### src/rtl/sb_pkg.sv
package sb_pkg;
  localparam int unsigned SB_NUM_REGS = 32;
  localparam int unsigned SB_NUM_FU   = 4;
  localparam int unsigned SB_NUM_WB   = 2;
endpackage

### src/rtl/sb_clear_decode.sv
module sb_clear_decode #(
  parameter int unsigned NUM_REGS = 32,
  parameter int unsigned NUM_WB   = 2,
  localparam int unsigned IDX_W   = $clog2(NUM_REGS)
) (
  input  logic [NUM_WB-1:0]            wb_valid_i,
  input  logic [NUM_WB-1:0][IDX_W-1:0] wb_reg_i,
  output logic [NUM_REGS-1:0]          clr_mask_o
);
  logic [NUM_WB-1:0][NUM_REGS-1:0] port_mask;

  for (genvar k = 0; k < NUM_WB; k++) begin : g_port
    always_comb begin
      port_mask[k] = '0;
      if (wb_valid_i[k]) port_mask[k][wb_reg_i[k]] = 1'b1;
    end
  end

  always_comb begin
    clr_mask_o = '0;
    for (int k = 0; k < NUM_WB; k++) clr_mask_o = clr_mask_o | port_mask[k];
  end
endmodule

### src/rtl/sb_bit_array.sv
module sb_bit_array #(
  parameter int unsigned NUM_REGS = 32,
  localparam int unsigned IDX_W   = $clog2(NUM_REGS)
) (
  input  logic                clk_i,
  input  logic                rst_ni,
  input  logic [NUM_REGS-1:0] clr_mask_i,
  input  logic                set_en_i,
  input  logic [IDX_W-1:0]    set_idx_i,
  output logic [NUM_REGS-1:0] busy_o
);
  logic [NUM_REGS-1:0] busy_q, set_mask, busy_d;

  always_comb begin
    set_mask = '0;
    if (set_en_i && set_idx_i != '0) set_mask[set_idx_i] = 1'b1;
    // set wins over a same-cycle clear of the same register
    busy_d = (busy_q & ~clr_mask_i) | set_mask;
    busy_d[0] = 1'b0;
  end

  always_ff @(posedge clk_i or negedge rst_ni) begin
    if (!rst_ni) busy_q <= '0;
    else         busy_q <= busy_d;
  end

  assign busy_o = busy_q;


  r0_never_busy_chk: assert property (@(posedge clk_i) disable iff (!rst_ni)
    busy_q[0] == 1'b0);


  set_lands_chk: assert property (@(posedge clk_i) disable iff (!rst_ni)
    (set_en_i && set_idx_i != '0) |=> busy_q[$past(set_idx_i)]);


  no_spurious_set_chk: assert property (@(posedge clk_i) disable iff (!rst_ni)
    !set_en_i |=> ((busy_q & ~$past(busy_q)) == '0));
endmodule

### src/rtl/sb_hazard_check.sv
module sb_hazard_check #(
  parameter int unsigned NUM_REGS = 32,
  parameter int unsigned NUM_FU   = 4,
  localparam int unsigned IDX_W   = $clog2(NUM_REGS),
  localparam int unsigned FU_W    = (NUM_FU > 1) ? $clog2(NUM_FU) : 1
) (
  input  logic                instr_valid_i,
  input  logic [NUM_REGS-1:0] pend_i,
  input  logic [IDX_W-1:0]    dst_i,
  input  logic [IDX_W-1:0]    src_a_i,
  input  logic [IDX_W-1:0]    src_b_i,
  input  logic [FU_W-1:0]     fu_sel_i,
  input  logic [NUM_FU-1:0]   fu_busy_i,
  output logic                issue_o
);
  logic raw_hz, waw_hz, fu_hz;

  always_comb begin
    raw_hz = pend_i[src_a_i] | pend_i[src_b_i];
    waw_hz = pend_i[dst_i];
    fu_hz  = fu_busy_i[fu_sel_i];
    issue_o = instr_valid_i & ~raw_hz & ~waw_hz & ~fu_hz;
  end
endmodule

### src/rtl/sb_issue_ctrl.sv
module sb_issue_ctrl #(
  parameter int unsigned NUM_REGS = sb_pkg::SB_NUM_REGS,
  parameter int unsigned NUM_FU   = sb_pkg::SB_NUM_FU,
  parameter int unsigned NUM_WB   = sb_pkg::SB_NUM_WB,
  localparam int unsigned IDX_W   = $clog2(NUM_REGS),
  localparam int unsigned FU_W    = (NUM_FU > 1) ? $clog2(NUM_FU) : 1
) (
  input  logic                         clk_i,
  input  logic                         rst_ni,
  input  logic                         instr_valid_i,
  input  logic [IDX_W-1:0]             dst_i,
  input  logic [IDX_W-1:0]             src_a_i,
  input  logic [IDX_W-1:0]             src_b_i,
  input  logic [FU_W-1:0]              fu_sel_i,
  input  logic [NUM_FU-1:0]            fu_busy_i,
  input  logic [NUM_WB-1:0]            wb_valid_i,
  input  logic [NUM_WB-1:0][IDX_W-1:0] wb_reg_i,
  output logic                         issue_o,
  output logic                         stall_o
);
  logic [NUM_REGS-1:0] clr_mask, busy, pend;
  logic issue;

  sb_clear_decode #(.NUM_REGS(NUM_REGS), .NUM_WB(NUM_WB)) u_clr (
    .wb_valid_i (wb_valid_i),
    .wb_reg_i   (wb_reg_i),
    .clr_mask_o (clr_mask)
  );

  sb_bit_array #(.NUM_REGS(NUM_REGS)) u_bits (
    .clk_i      (clk_i),
    .rst_ni     (rst_ni),
    .clr_mask_i (clr_mask),
    .set_en_i   (issue),
    .set_idx_i  (dst_i),
    .busy_o     (busy)
  );

  // same-cycle writeback bypasses the check
  assign pend = busy & ~clr_mask;

  sb_hazard_check #(.NUM_REGS(NUM_REGS), .NUM_FU(NUM_FU)) u_hz (
    .instr_valid_i (instr_valid_i),
    .pend_i        (pend),
    .dst_i         (dst_i),
    .src_a_i       (src_a_i),
    .src_b_i       (src_b_i),
    .fu_sel_i      (fu_sel_i),
    .fu_busy_i     (fu_busy_i),
    .issue_o       (issue)
  );

  assign issue_o = issue;
  assign stall_o = instr_valid_i & ~issue;


  no_busy_fu_issue_chk: assert property (@(posedge clk_i) disable iff (!rst_ni)
    issue_o |-> !fu_busy_i[fu_sel_i]);


  no_waw_issue_chk: assert property (@(posedge clk_i) disable iff (!rst_ni)
    (issue_o && dst_i != '0) |-> (!busy[dst_i] || clr_mask[dst_i]));


  idle_quiet_chk: assert property (@(posedge clk_i) disable iff (!rst_ni)
    !instr_valid_i |-> (!issue_o && !stall_o));
endmodule

### config.mk
export PLATFORM = sky130hd
export DESIGN_NAME = sb_issue_ctrl
export DESIGN_NICKNAME = d
export VERILOG_FILES = /design/src/rtl/sb_pkg.sv /design/src/rtl/sb_clear_decode.sv /design/src/rtl/sb_bit_array.sv /design/src/rtl/sb_hazard_check.sv /design/src/rtl/sb_issue_ctrl.sv
export SDC_FILE = /design/constraint.sdc
export NUM_CORES = 1
export LEC_CHECK = 0
export CORE_ASPECT_RATIO = 1.1
export CORE_MARGIN = 5
export CORE_UTILIZATION = 51
export CTS_CLUSTER_DIAMETER = 30
export DETAILED_ROUTE_END_ITERATION = 16
export PLACE_DENSITY = 0.77
export SYNTH_ARGS = -nofsm -noshare
export SYNTH_HDL_FRONTEND = slang
export SYNTH_SLANG_ARGS = --single-unit
### constraint.sdc
create_clock -name clk_i -period 2.5 [get_ports clk_i]
set_clock_uncertainty 0.15 [all_clocks]
set_input_delay 0.25 -clock clk_i [delete_from_list [all_inputs] [get_ports clk_i]]
set_output_delay 0.25 -clock clk_i [all_outputs]
set_load 0.01 [all_outputs]
==> summary.txt, run 1 <==
Logic synthesis
  – Main synth FF type: dfrtp_1
  – Synth Net Count: 358
  – Netlist cell types: 51
  – Yosys warns: 0
  – Sequential share of the synthesized area: 26.2%
  – Mapped Cells: around 320
  – Yosys reg bits: 31
  – Post-synth ARST share: 100%
  – Synthesized area per cell: 9.18 sq um
  – Mapped Area: approximately 3000 sq um
  – Number of flops mapped to enable cells by yosys: 0

Placed design
  – Setup WS pre-CTS: -1.35 ns
  – Inst Count DP: 550
  – DP Area: 4410 sq um
  – Number of port buffers: 37
  – Hpwl dp: just over 10,000 um
  – RD Place Congestion: between 1 and 1.5

STA
  – Worst EP Category: top-level output
  – Worst_ep grt: issue_o

Status
  – Stop stage: global routing
  – Tool error: [ERROR GRT-0232] Routing congestion too high. Check the congestion heatmap in the GUI.
  – Status: did not finish

CTS
  – Largest buffer count on any clock path: 2
  – TritonCTS Sinks: 31
  – H-tree depth: 2
  – Num CTS Buffers: 5
  – CTS root buffer: clkbuf_8
  – CTS Hold Bufs: 0

GRT
  – Pin count of the biggest net entering global routing: 32
  – Grt ovf: 2
  – Gr usage total: 66.2%

Floorplanning
  – Die height: 89.8 um
  – Site row count: 29
  – Initial core utilization: between 50 and 60%
  – I/O pins: 38
  – Die W: 82.6 um
[cell families after synthesis]
| kind of cell | Yosys count | synth area share [%] |
|---|---|---|
| buffers and inverters | 31 | 5.00 |
| AO/OA/AOI/OAI | 127 | 40.2 |
| flip-flops | 31 | 26.2 |
| AND/OR/NAND/NOR | 118 | 22.6 |
| multiplexers | 15 | 5.97 |
[repair_timing]
| item | 4_1_cts |
|---|---|
| pin swaps | 22 |
| setup endpoints to repair | 33 |
| cloned | 3 |
| resized for setup | 114 |
| setup buffers | 17 |
[Yosys cell counts, types with 2 or more instances]
cell type	instances	share of area (%)
nor4_1	2	0.42
mux2i_1	12	4.1
inv_1	5	0.64
and3b_1	2	0.59
o31ai_2	14	5.9
o32ai_1	5	1.5
o22ai_1	17	3.6
buf_2	4	0.68
nor2_1	21	2.7
nand4bb_1	6	2.3
nor3_1	8	1.4
o21ai_0	14	2.4
nand2b_1	9	1.9
dfrtp_1	31	26
clkbuf_1	18	2.3
or3_1	2	0.42
or2_2	6	1.3
or4b_1	2	0.68
nand3_1	5	0.85
or3b_2	2	0.59
nor2b_1	4	0.85
nand3b_1	2	0.51
buf_6	3	1.1
a21oi_1	4	0.68
o31a_1	2	0.59
nand4_1	4	0.85
or2_1	2	0.42
o221ai_2	3	1.5
a22oi_1	2	0.51
nand4b_1	6	1.8
nor3b_1	3	0.76
o211ai_1	8	2.0
mux4_2	2	1.5
o221ai_1	31	9.2
o41ai_2	17	9.4
nand2_1	29	3.7
[metrics by stage]
stage,hold WS [ns],util (%)
4_1_cts,0.231,87.9
3_3_place_gp,0.461,77.4
2_1_floorplan,-0.196,-
3_5_place_dp,0.472,77.4
[per-layer routing]
metal	GRT usage (%)	GRT overflow
met3	57.1	0
met1	69.4	0
met2	77.3	1
met4	58.3	1
met5	14.6	0
==> run 2, diff against run 1 <==
--- a/config.mk
+++ b/config.mk
@@ -5,12 +5,10 @@
 export SDC_FILE = /design/constraint.sdc
 export NUM_CORES = 1
 export LEC_CHECK = 0
-export CORE_ASPECT_RATIO = 1.1
 export CORE_MARGIN = 5
-export CORE_UTILIZATION = 51
-export CTS_CLUSTER_DIAMETER = 30
+export CORE_UTILIZATION = 40
 export DETAILED_ROUTE_END_ITERATION = 16
-export PLACE_DENSITY = 0.77
+export PLACE_DENSITY_LB_ADDON = 0.15
 export SYNTH_ARGS = -nofsm -noshare
 export SYNTH_HDL_FRONTEND = slang
 export SYNTH_SLANG_ARGS = --single-unit
==> constraint.sdc (replaced) <==
create_clock -name clk_i -period 3.2 [get_ports clk_i]
set_clock_uncertainty 0.15 [all_clocks]
set_input_delay 0.32 -clock clk_i [delete_from_list [all_inputs] [get_ports clk_i]]
set_output_delay 0.32 -clock clk_i [all_outputs]
set_load 0.01 [all_outputs]
==> run 2 against run 1 <==
Against the previous run: the flow now finishes without violations; synthesized cell count stayed put; area after synthesis stayed put.
==> summary.txt, run 2 <==
STA
  – Final worst-path setup slack: about 0.10 ns
  – Worst slew pin tran: 0.563 ns
  – Period minus WS final: roughly 3.1 ns
  – Slew HR: 62.4%
  – RSZ-0062 raised after global routing: false
  – Fmax: roughly 320 MHz
  – Final setup violating endpoints: 0
  – Fin. max-slew vios: 0
  – Fin crit share: a little over nine tenths
  – Endpoints failing hold: 0

Logic synthesis
  – Sequential share of the synthesized area: 26.2%
  – Number of flops mapped to enable cells by yosys: 0
  – Yosys reg bits: 31
  – Synthesized area per cell: ~9 sq um
  – Synth top area cells: dfrtp_1, o41ai_2, o221ai_1, o31ai_2, mux2i_1
  – Mapped Area: 2960 sq um
  – Yosys warns: 0
  – Netlist cell types: around 50
  – Top cell type by total area after synthesis: dfrtp_1
  – Synth Net Count: 358
  – Main synth FF type: dfrtp_1
  – Mapped Cells: 322
  – Commonest cells in the netlist: dfrtp_1, o221ai_1, nand2_1, nor2_1, clkbuf_1
  – Post-synth ARST share: 100%
  – Synth top area share: 26.2%

Floorplanning
  – Die area: 9210 sq um
  – I/O pins: 38
  – Initial core utilization: 41.0%
  – Site row count: 31
  – Total core area: 7210 sq um
  – Die height: roughly 96 um
  – Die W: 96.0 um

CTS
  – CTS tree: yes
  – Num CTS Buffers: 5
  – Largest buffer count on any clock path: 2
  – H-tree depth: 2
  – CTS root buffer: clkbuf_8
  – TritonCTS Sinks: 31
  – Clock transition at the registers of the reported paths: around 0.070 ns
  – Clock latency on the worst-skew pair: 0.29 ns

Placed design
  – Inst Count DP: 558
  – Setup WS pre-CTS: -0.788 ns
  – Hpwl dp: 10,100 um
  – RD Place Congestion: 1.07
  – DP Area: approximately 4300 sq um
  – Number of port buffers: 37

Final layout
  – Synth-to-Final Area Change: 63.7%
  – Commonest non-fill, non-tap cells in the layout: buf_4, dfrtp_1, nand2_1, nor2_1, clkdlybuf4s50_1
  – Cell Count, Final, Fillers Out: just under 600
  – Final instance area: approximately 4800 sq um
  – Net count, final: 520
  – Diode count: 0
  – Commonest non-fill, non-tap cell in the layout: buf_4
  – Layout cell share with drive strength beyond 1: 51.5%
  – Max FFs per register: 31

Critical path
  – WS Path Type: in -> out
  – Req. time, crit path: 2.73 ns
  – R2r setup slk: 0.53 ns
  – Crit Path Max Fanout: 3
  – Crit path capture type: output port
  – R2r startpoint: u_bits.busy_o[27]$_DFF_PN0_
  – Critical path data arrival time: roughly 2.6 ns
  – R2R Path End: u_bits.busy_o[17]$_DFF_PN0_
  – Worst-case reg-to-reg path depth: 7
  – CP Launch Type: input port

Detailed routing
  – Via Count: 3,707
  – First drt pass iteration count: 5
  – DRT antenna net count: 0
  – DRT iter0 DRCs: 425
  – DRC errors left: 0
  – Vias/cell: 6.35
  – Total length of routed wires: between 10,000 and 15,000 um
  – Routed length per instance: roughly 23 um

GRT
  – Gr busiest metal: met2
  – Vias in the first global route: 3,669
  – GR Util met3: between 6 and 7%
  – GR Layer Usage met2: 47.6%
  – Grt ovf: 0
  – Met1 global-route usage: 39.1%
  – Gr usage total: 30.3%
  – Pin count of the biggest net entering global routing: 32
  – Initial antenna violation count: 0
  – First-pass GRT wire length: 20,700 um

Pwr
  – Maximum VDD drop: 0.159 mV
  – Leakage: 0.00196 uW
  – Pwr dens: 304 nW/um^2

Min path
  – HP Class: in -> async

Flow run
  – MaxCap Viol Count: 0

Status
  – Status: finished clean
run 2: cell counts after synthesis:
No cell type changed its count.
run 2: worst max path at each step:
stage | from | end
5_1_grt | fu_sel_i[0] | stall_o
3_5_place_dp | wb_reg_i[7] | issue_o
3_3_place_gp | wb_reg_i[7] | issue_o
6_report | fu_sel_i[0] | stall_o
4_1_cts | dst_i[3] | stall_o
2_1_floorplan | wb_reg_i[8] | issue_o
run 2: repair_timing:
item	in CTS	in global routing
resized for setup	77	34
setup endpoints to repair	33	33
setup buffers	17	2
gates cloned	0	0
hold endpoints to repair	0	0
hold buffers	0	0
pin swaps	24	15
run 2: per-stage QoR:
| step | setup TNS, ns | power (uW) | utilization [%] | hold WS, ns |
|---|---|---|---|---|
| after floorplan | 0 | 745 | - | -0.126 |
| after global placement | -16.92 | 1070 | 59.4 | 0.504 |
| after detailed placement | -15.37 | 1070 | 59.4 | 0.516 |
| after CTS | 0 | 1440 | 66.3 | 0.297 |
| after global routing | 0 | 1530 | 67.1 | 0.337 |
| final | 0 | 1470 | 67.1 | 0.284 |
run 2: worst max-delay path, stage by stage:
cell and delay [ns]:
clkdlybuf4s50_1 0.49, mux4_2 0.54, nor2b_4 0.15, o21ai_2 0.07
nor4_2 0.15, nand4_1 0.13, or3_4 0.40, o31a_1 0.24
buf_2 0.14
run 2: area by class of cell:
class,instances,area [sq um]
Clock buffer,7,76.3
Clock inverter,1,5.00
Fill cell,607,2380
Inverter,5,18.8
Multi-Input combinational cell,260,2410
Sequential cell,31,776
Tap cell,99,124
Timing Repair Buffer,181,1430
run 2: logic make-up (layout without fill, tap and decap cells):
group,after synthesis,count (layout),synth area share (%)
DFF,31,31,26.2
and+or+nand+nor,118,118,22.6
muxes,15,15,5.97
buffers and inverters,31,194,5.00
AOI/OAI and AO/OA,127,127,40.2
run 2: report_power, final:
| group | internal, uW | switching (uW) | leakage [uW] | total [uW] |
|---|---|---|---|---|
| Sequential | 440 | 28.7 | 0.000422 | 469 |
| Clock | 153 | 153 | 0.0000422 | 305 |
| Combinational | 333 | 363 | 0.00150 | 696 |
run 2: per-layer routing:
metal | share of wire [%] | routed length (um)
met1 | 40 | 5410
met2 | 46 | 6130
met3 | 8.5 | 1140
met4 | 5.5 | 743
met5 | 0 | 0
(Power assumes the default switching activity.)
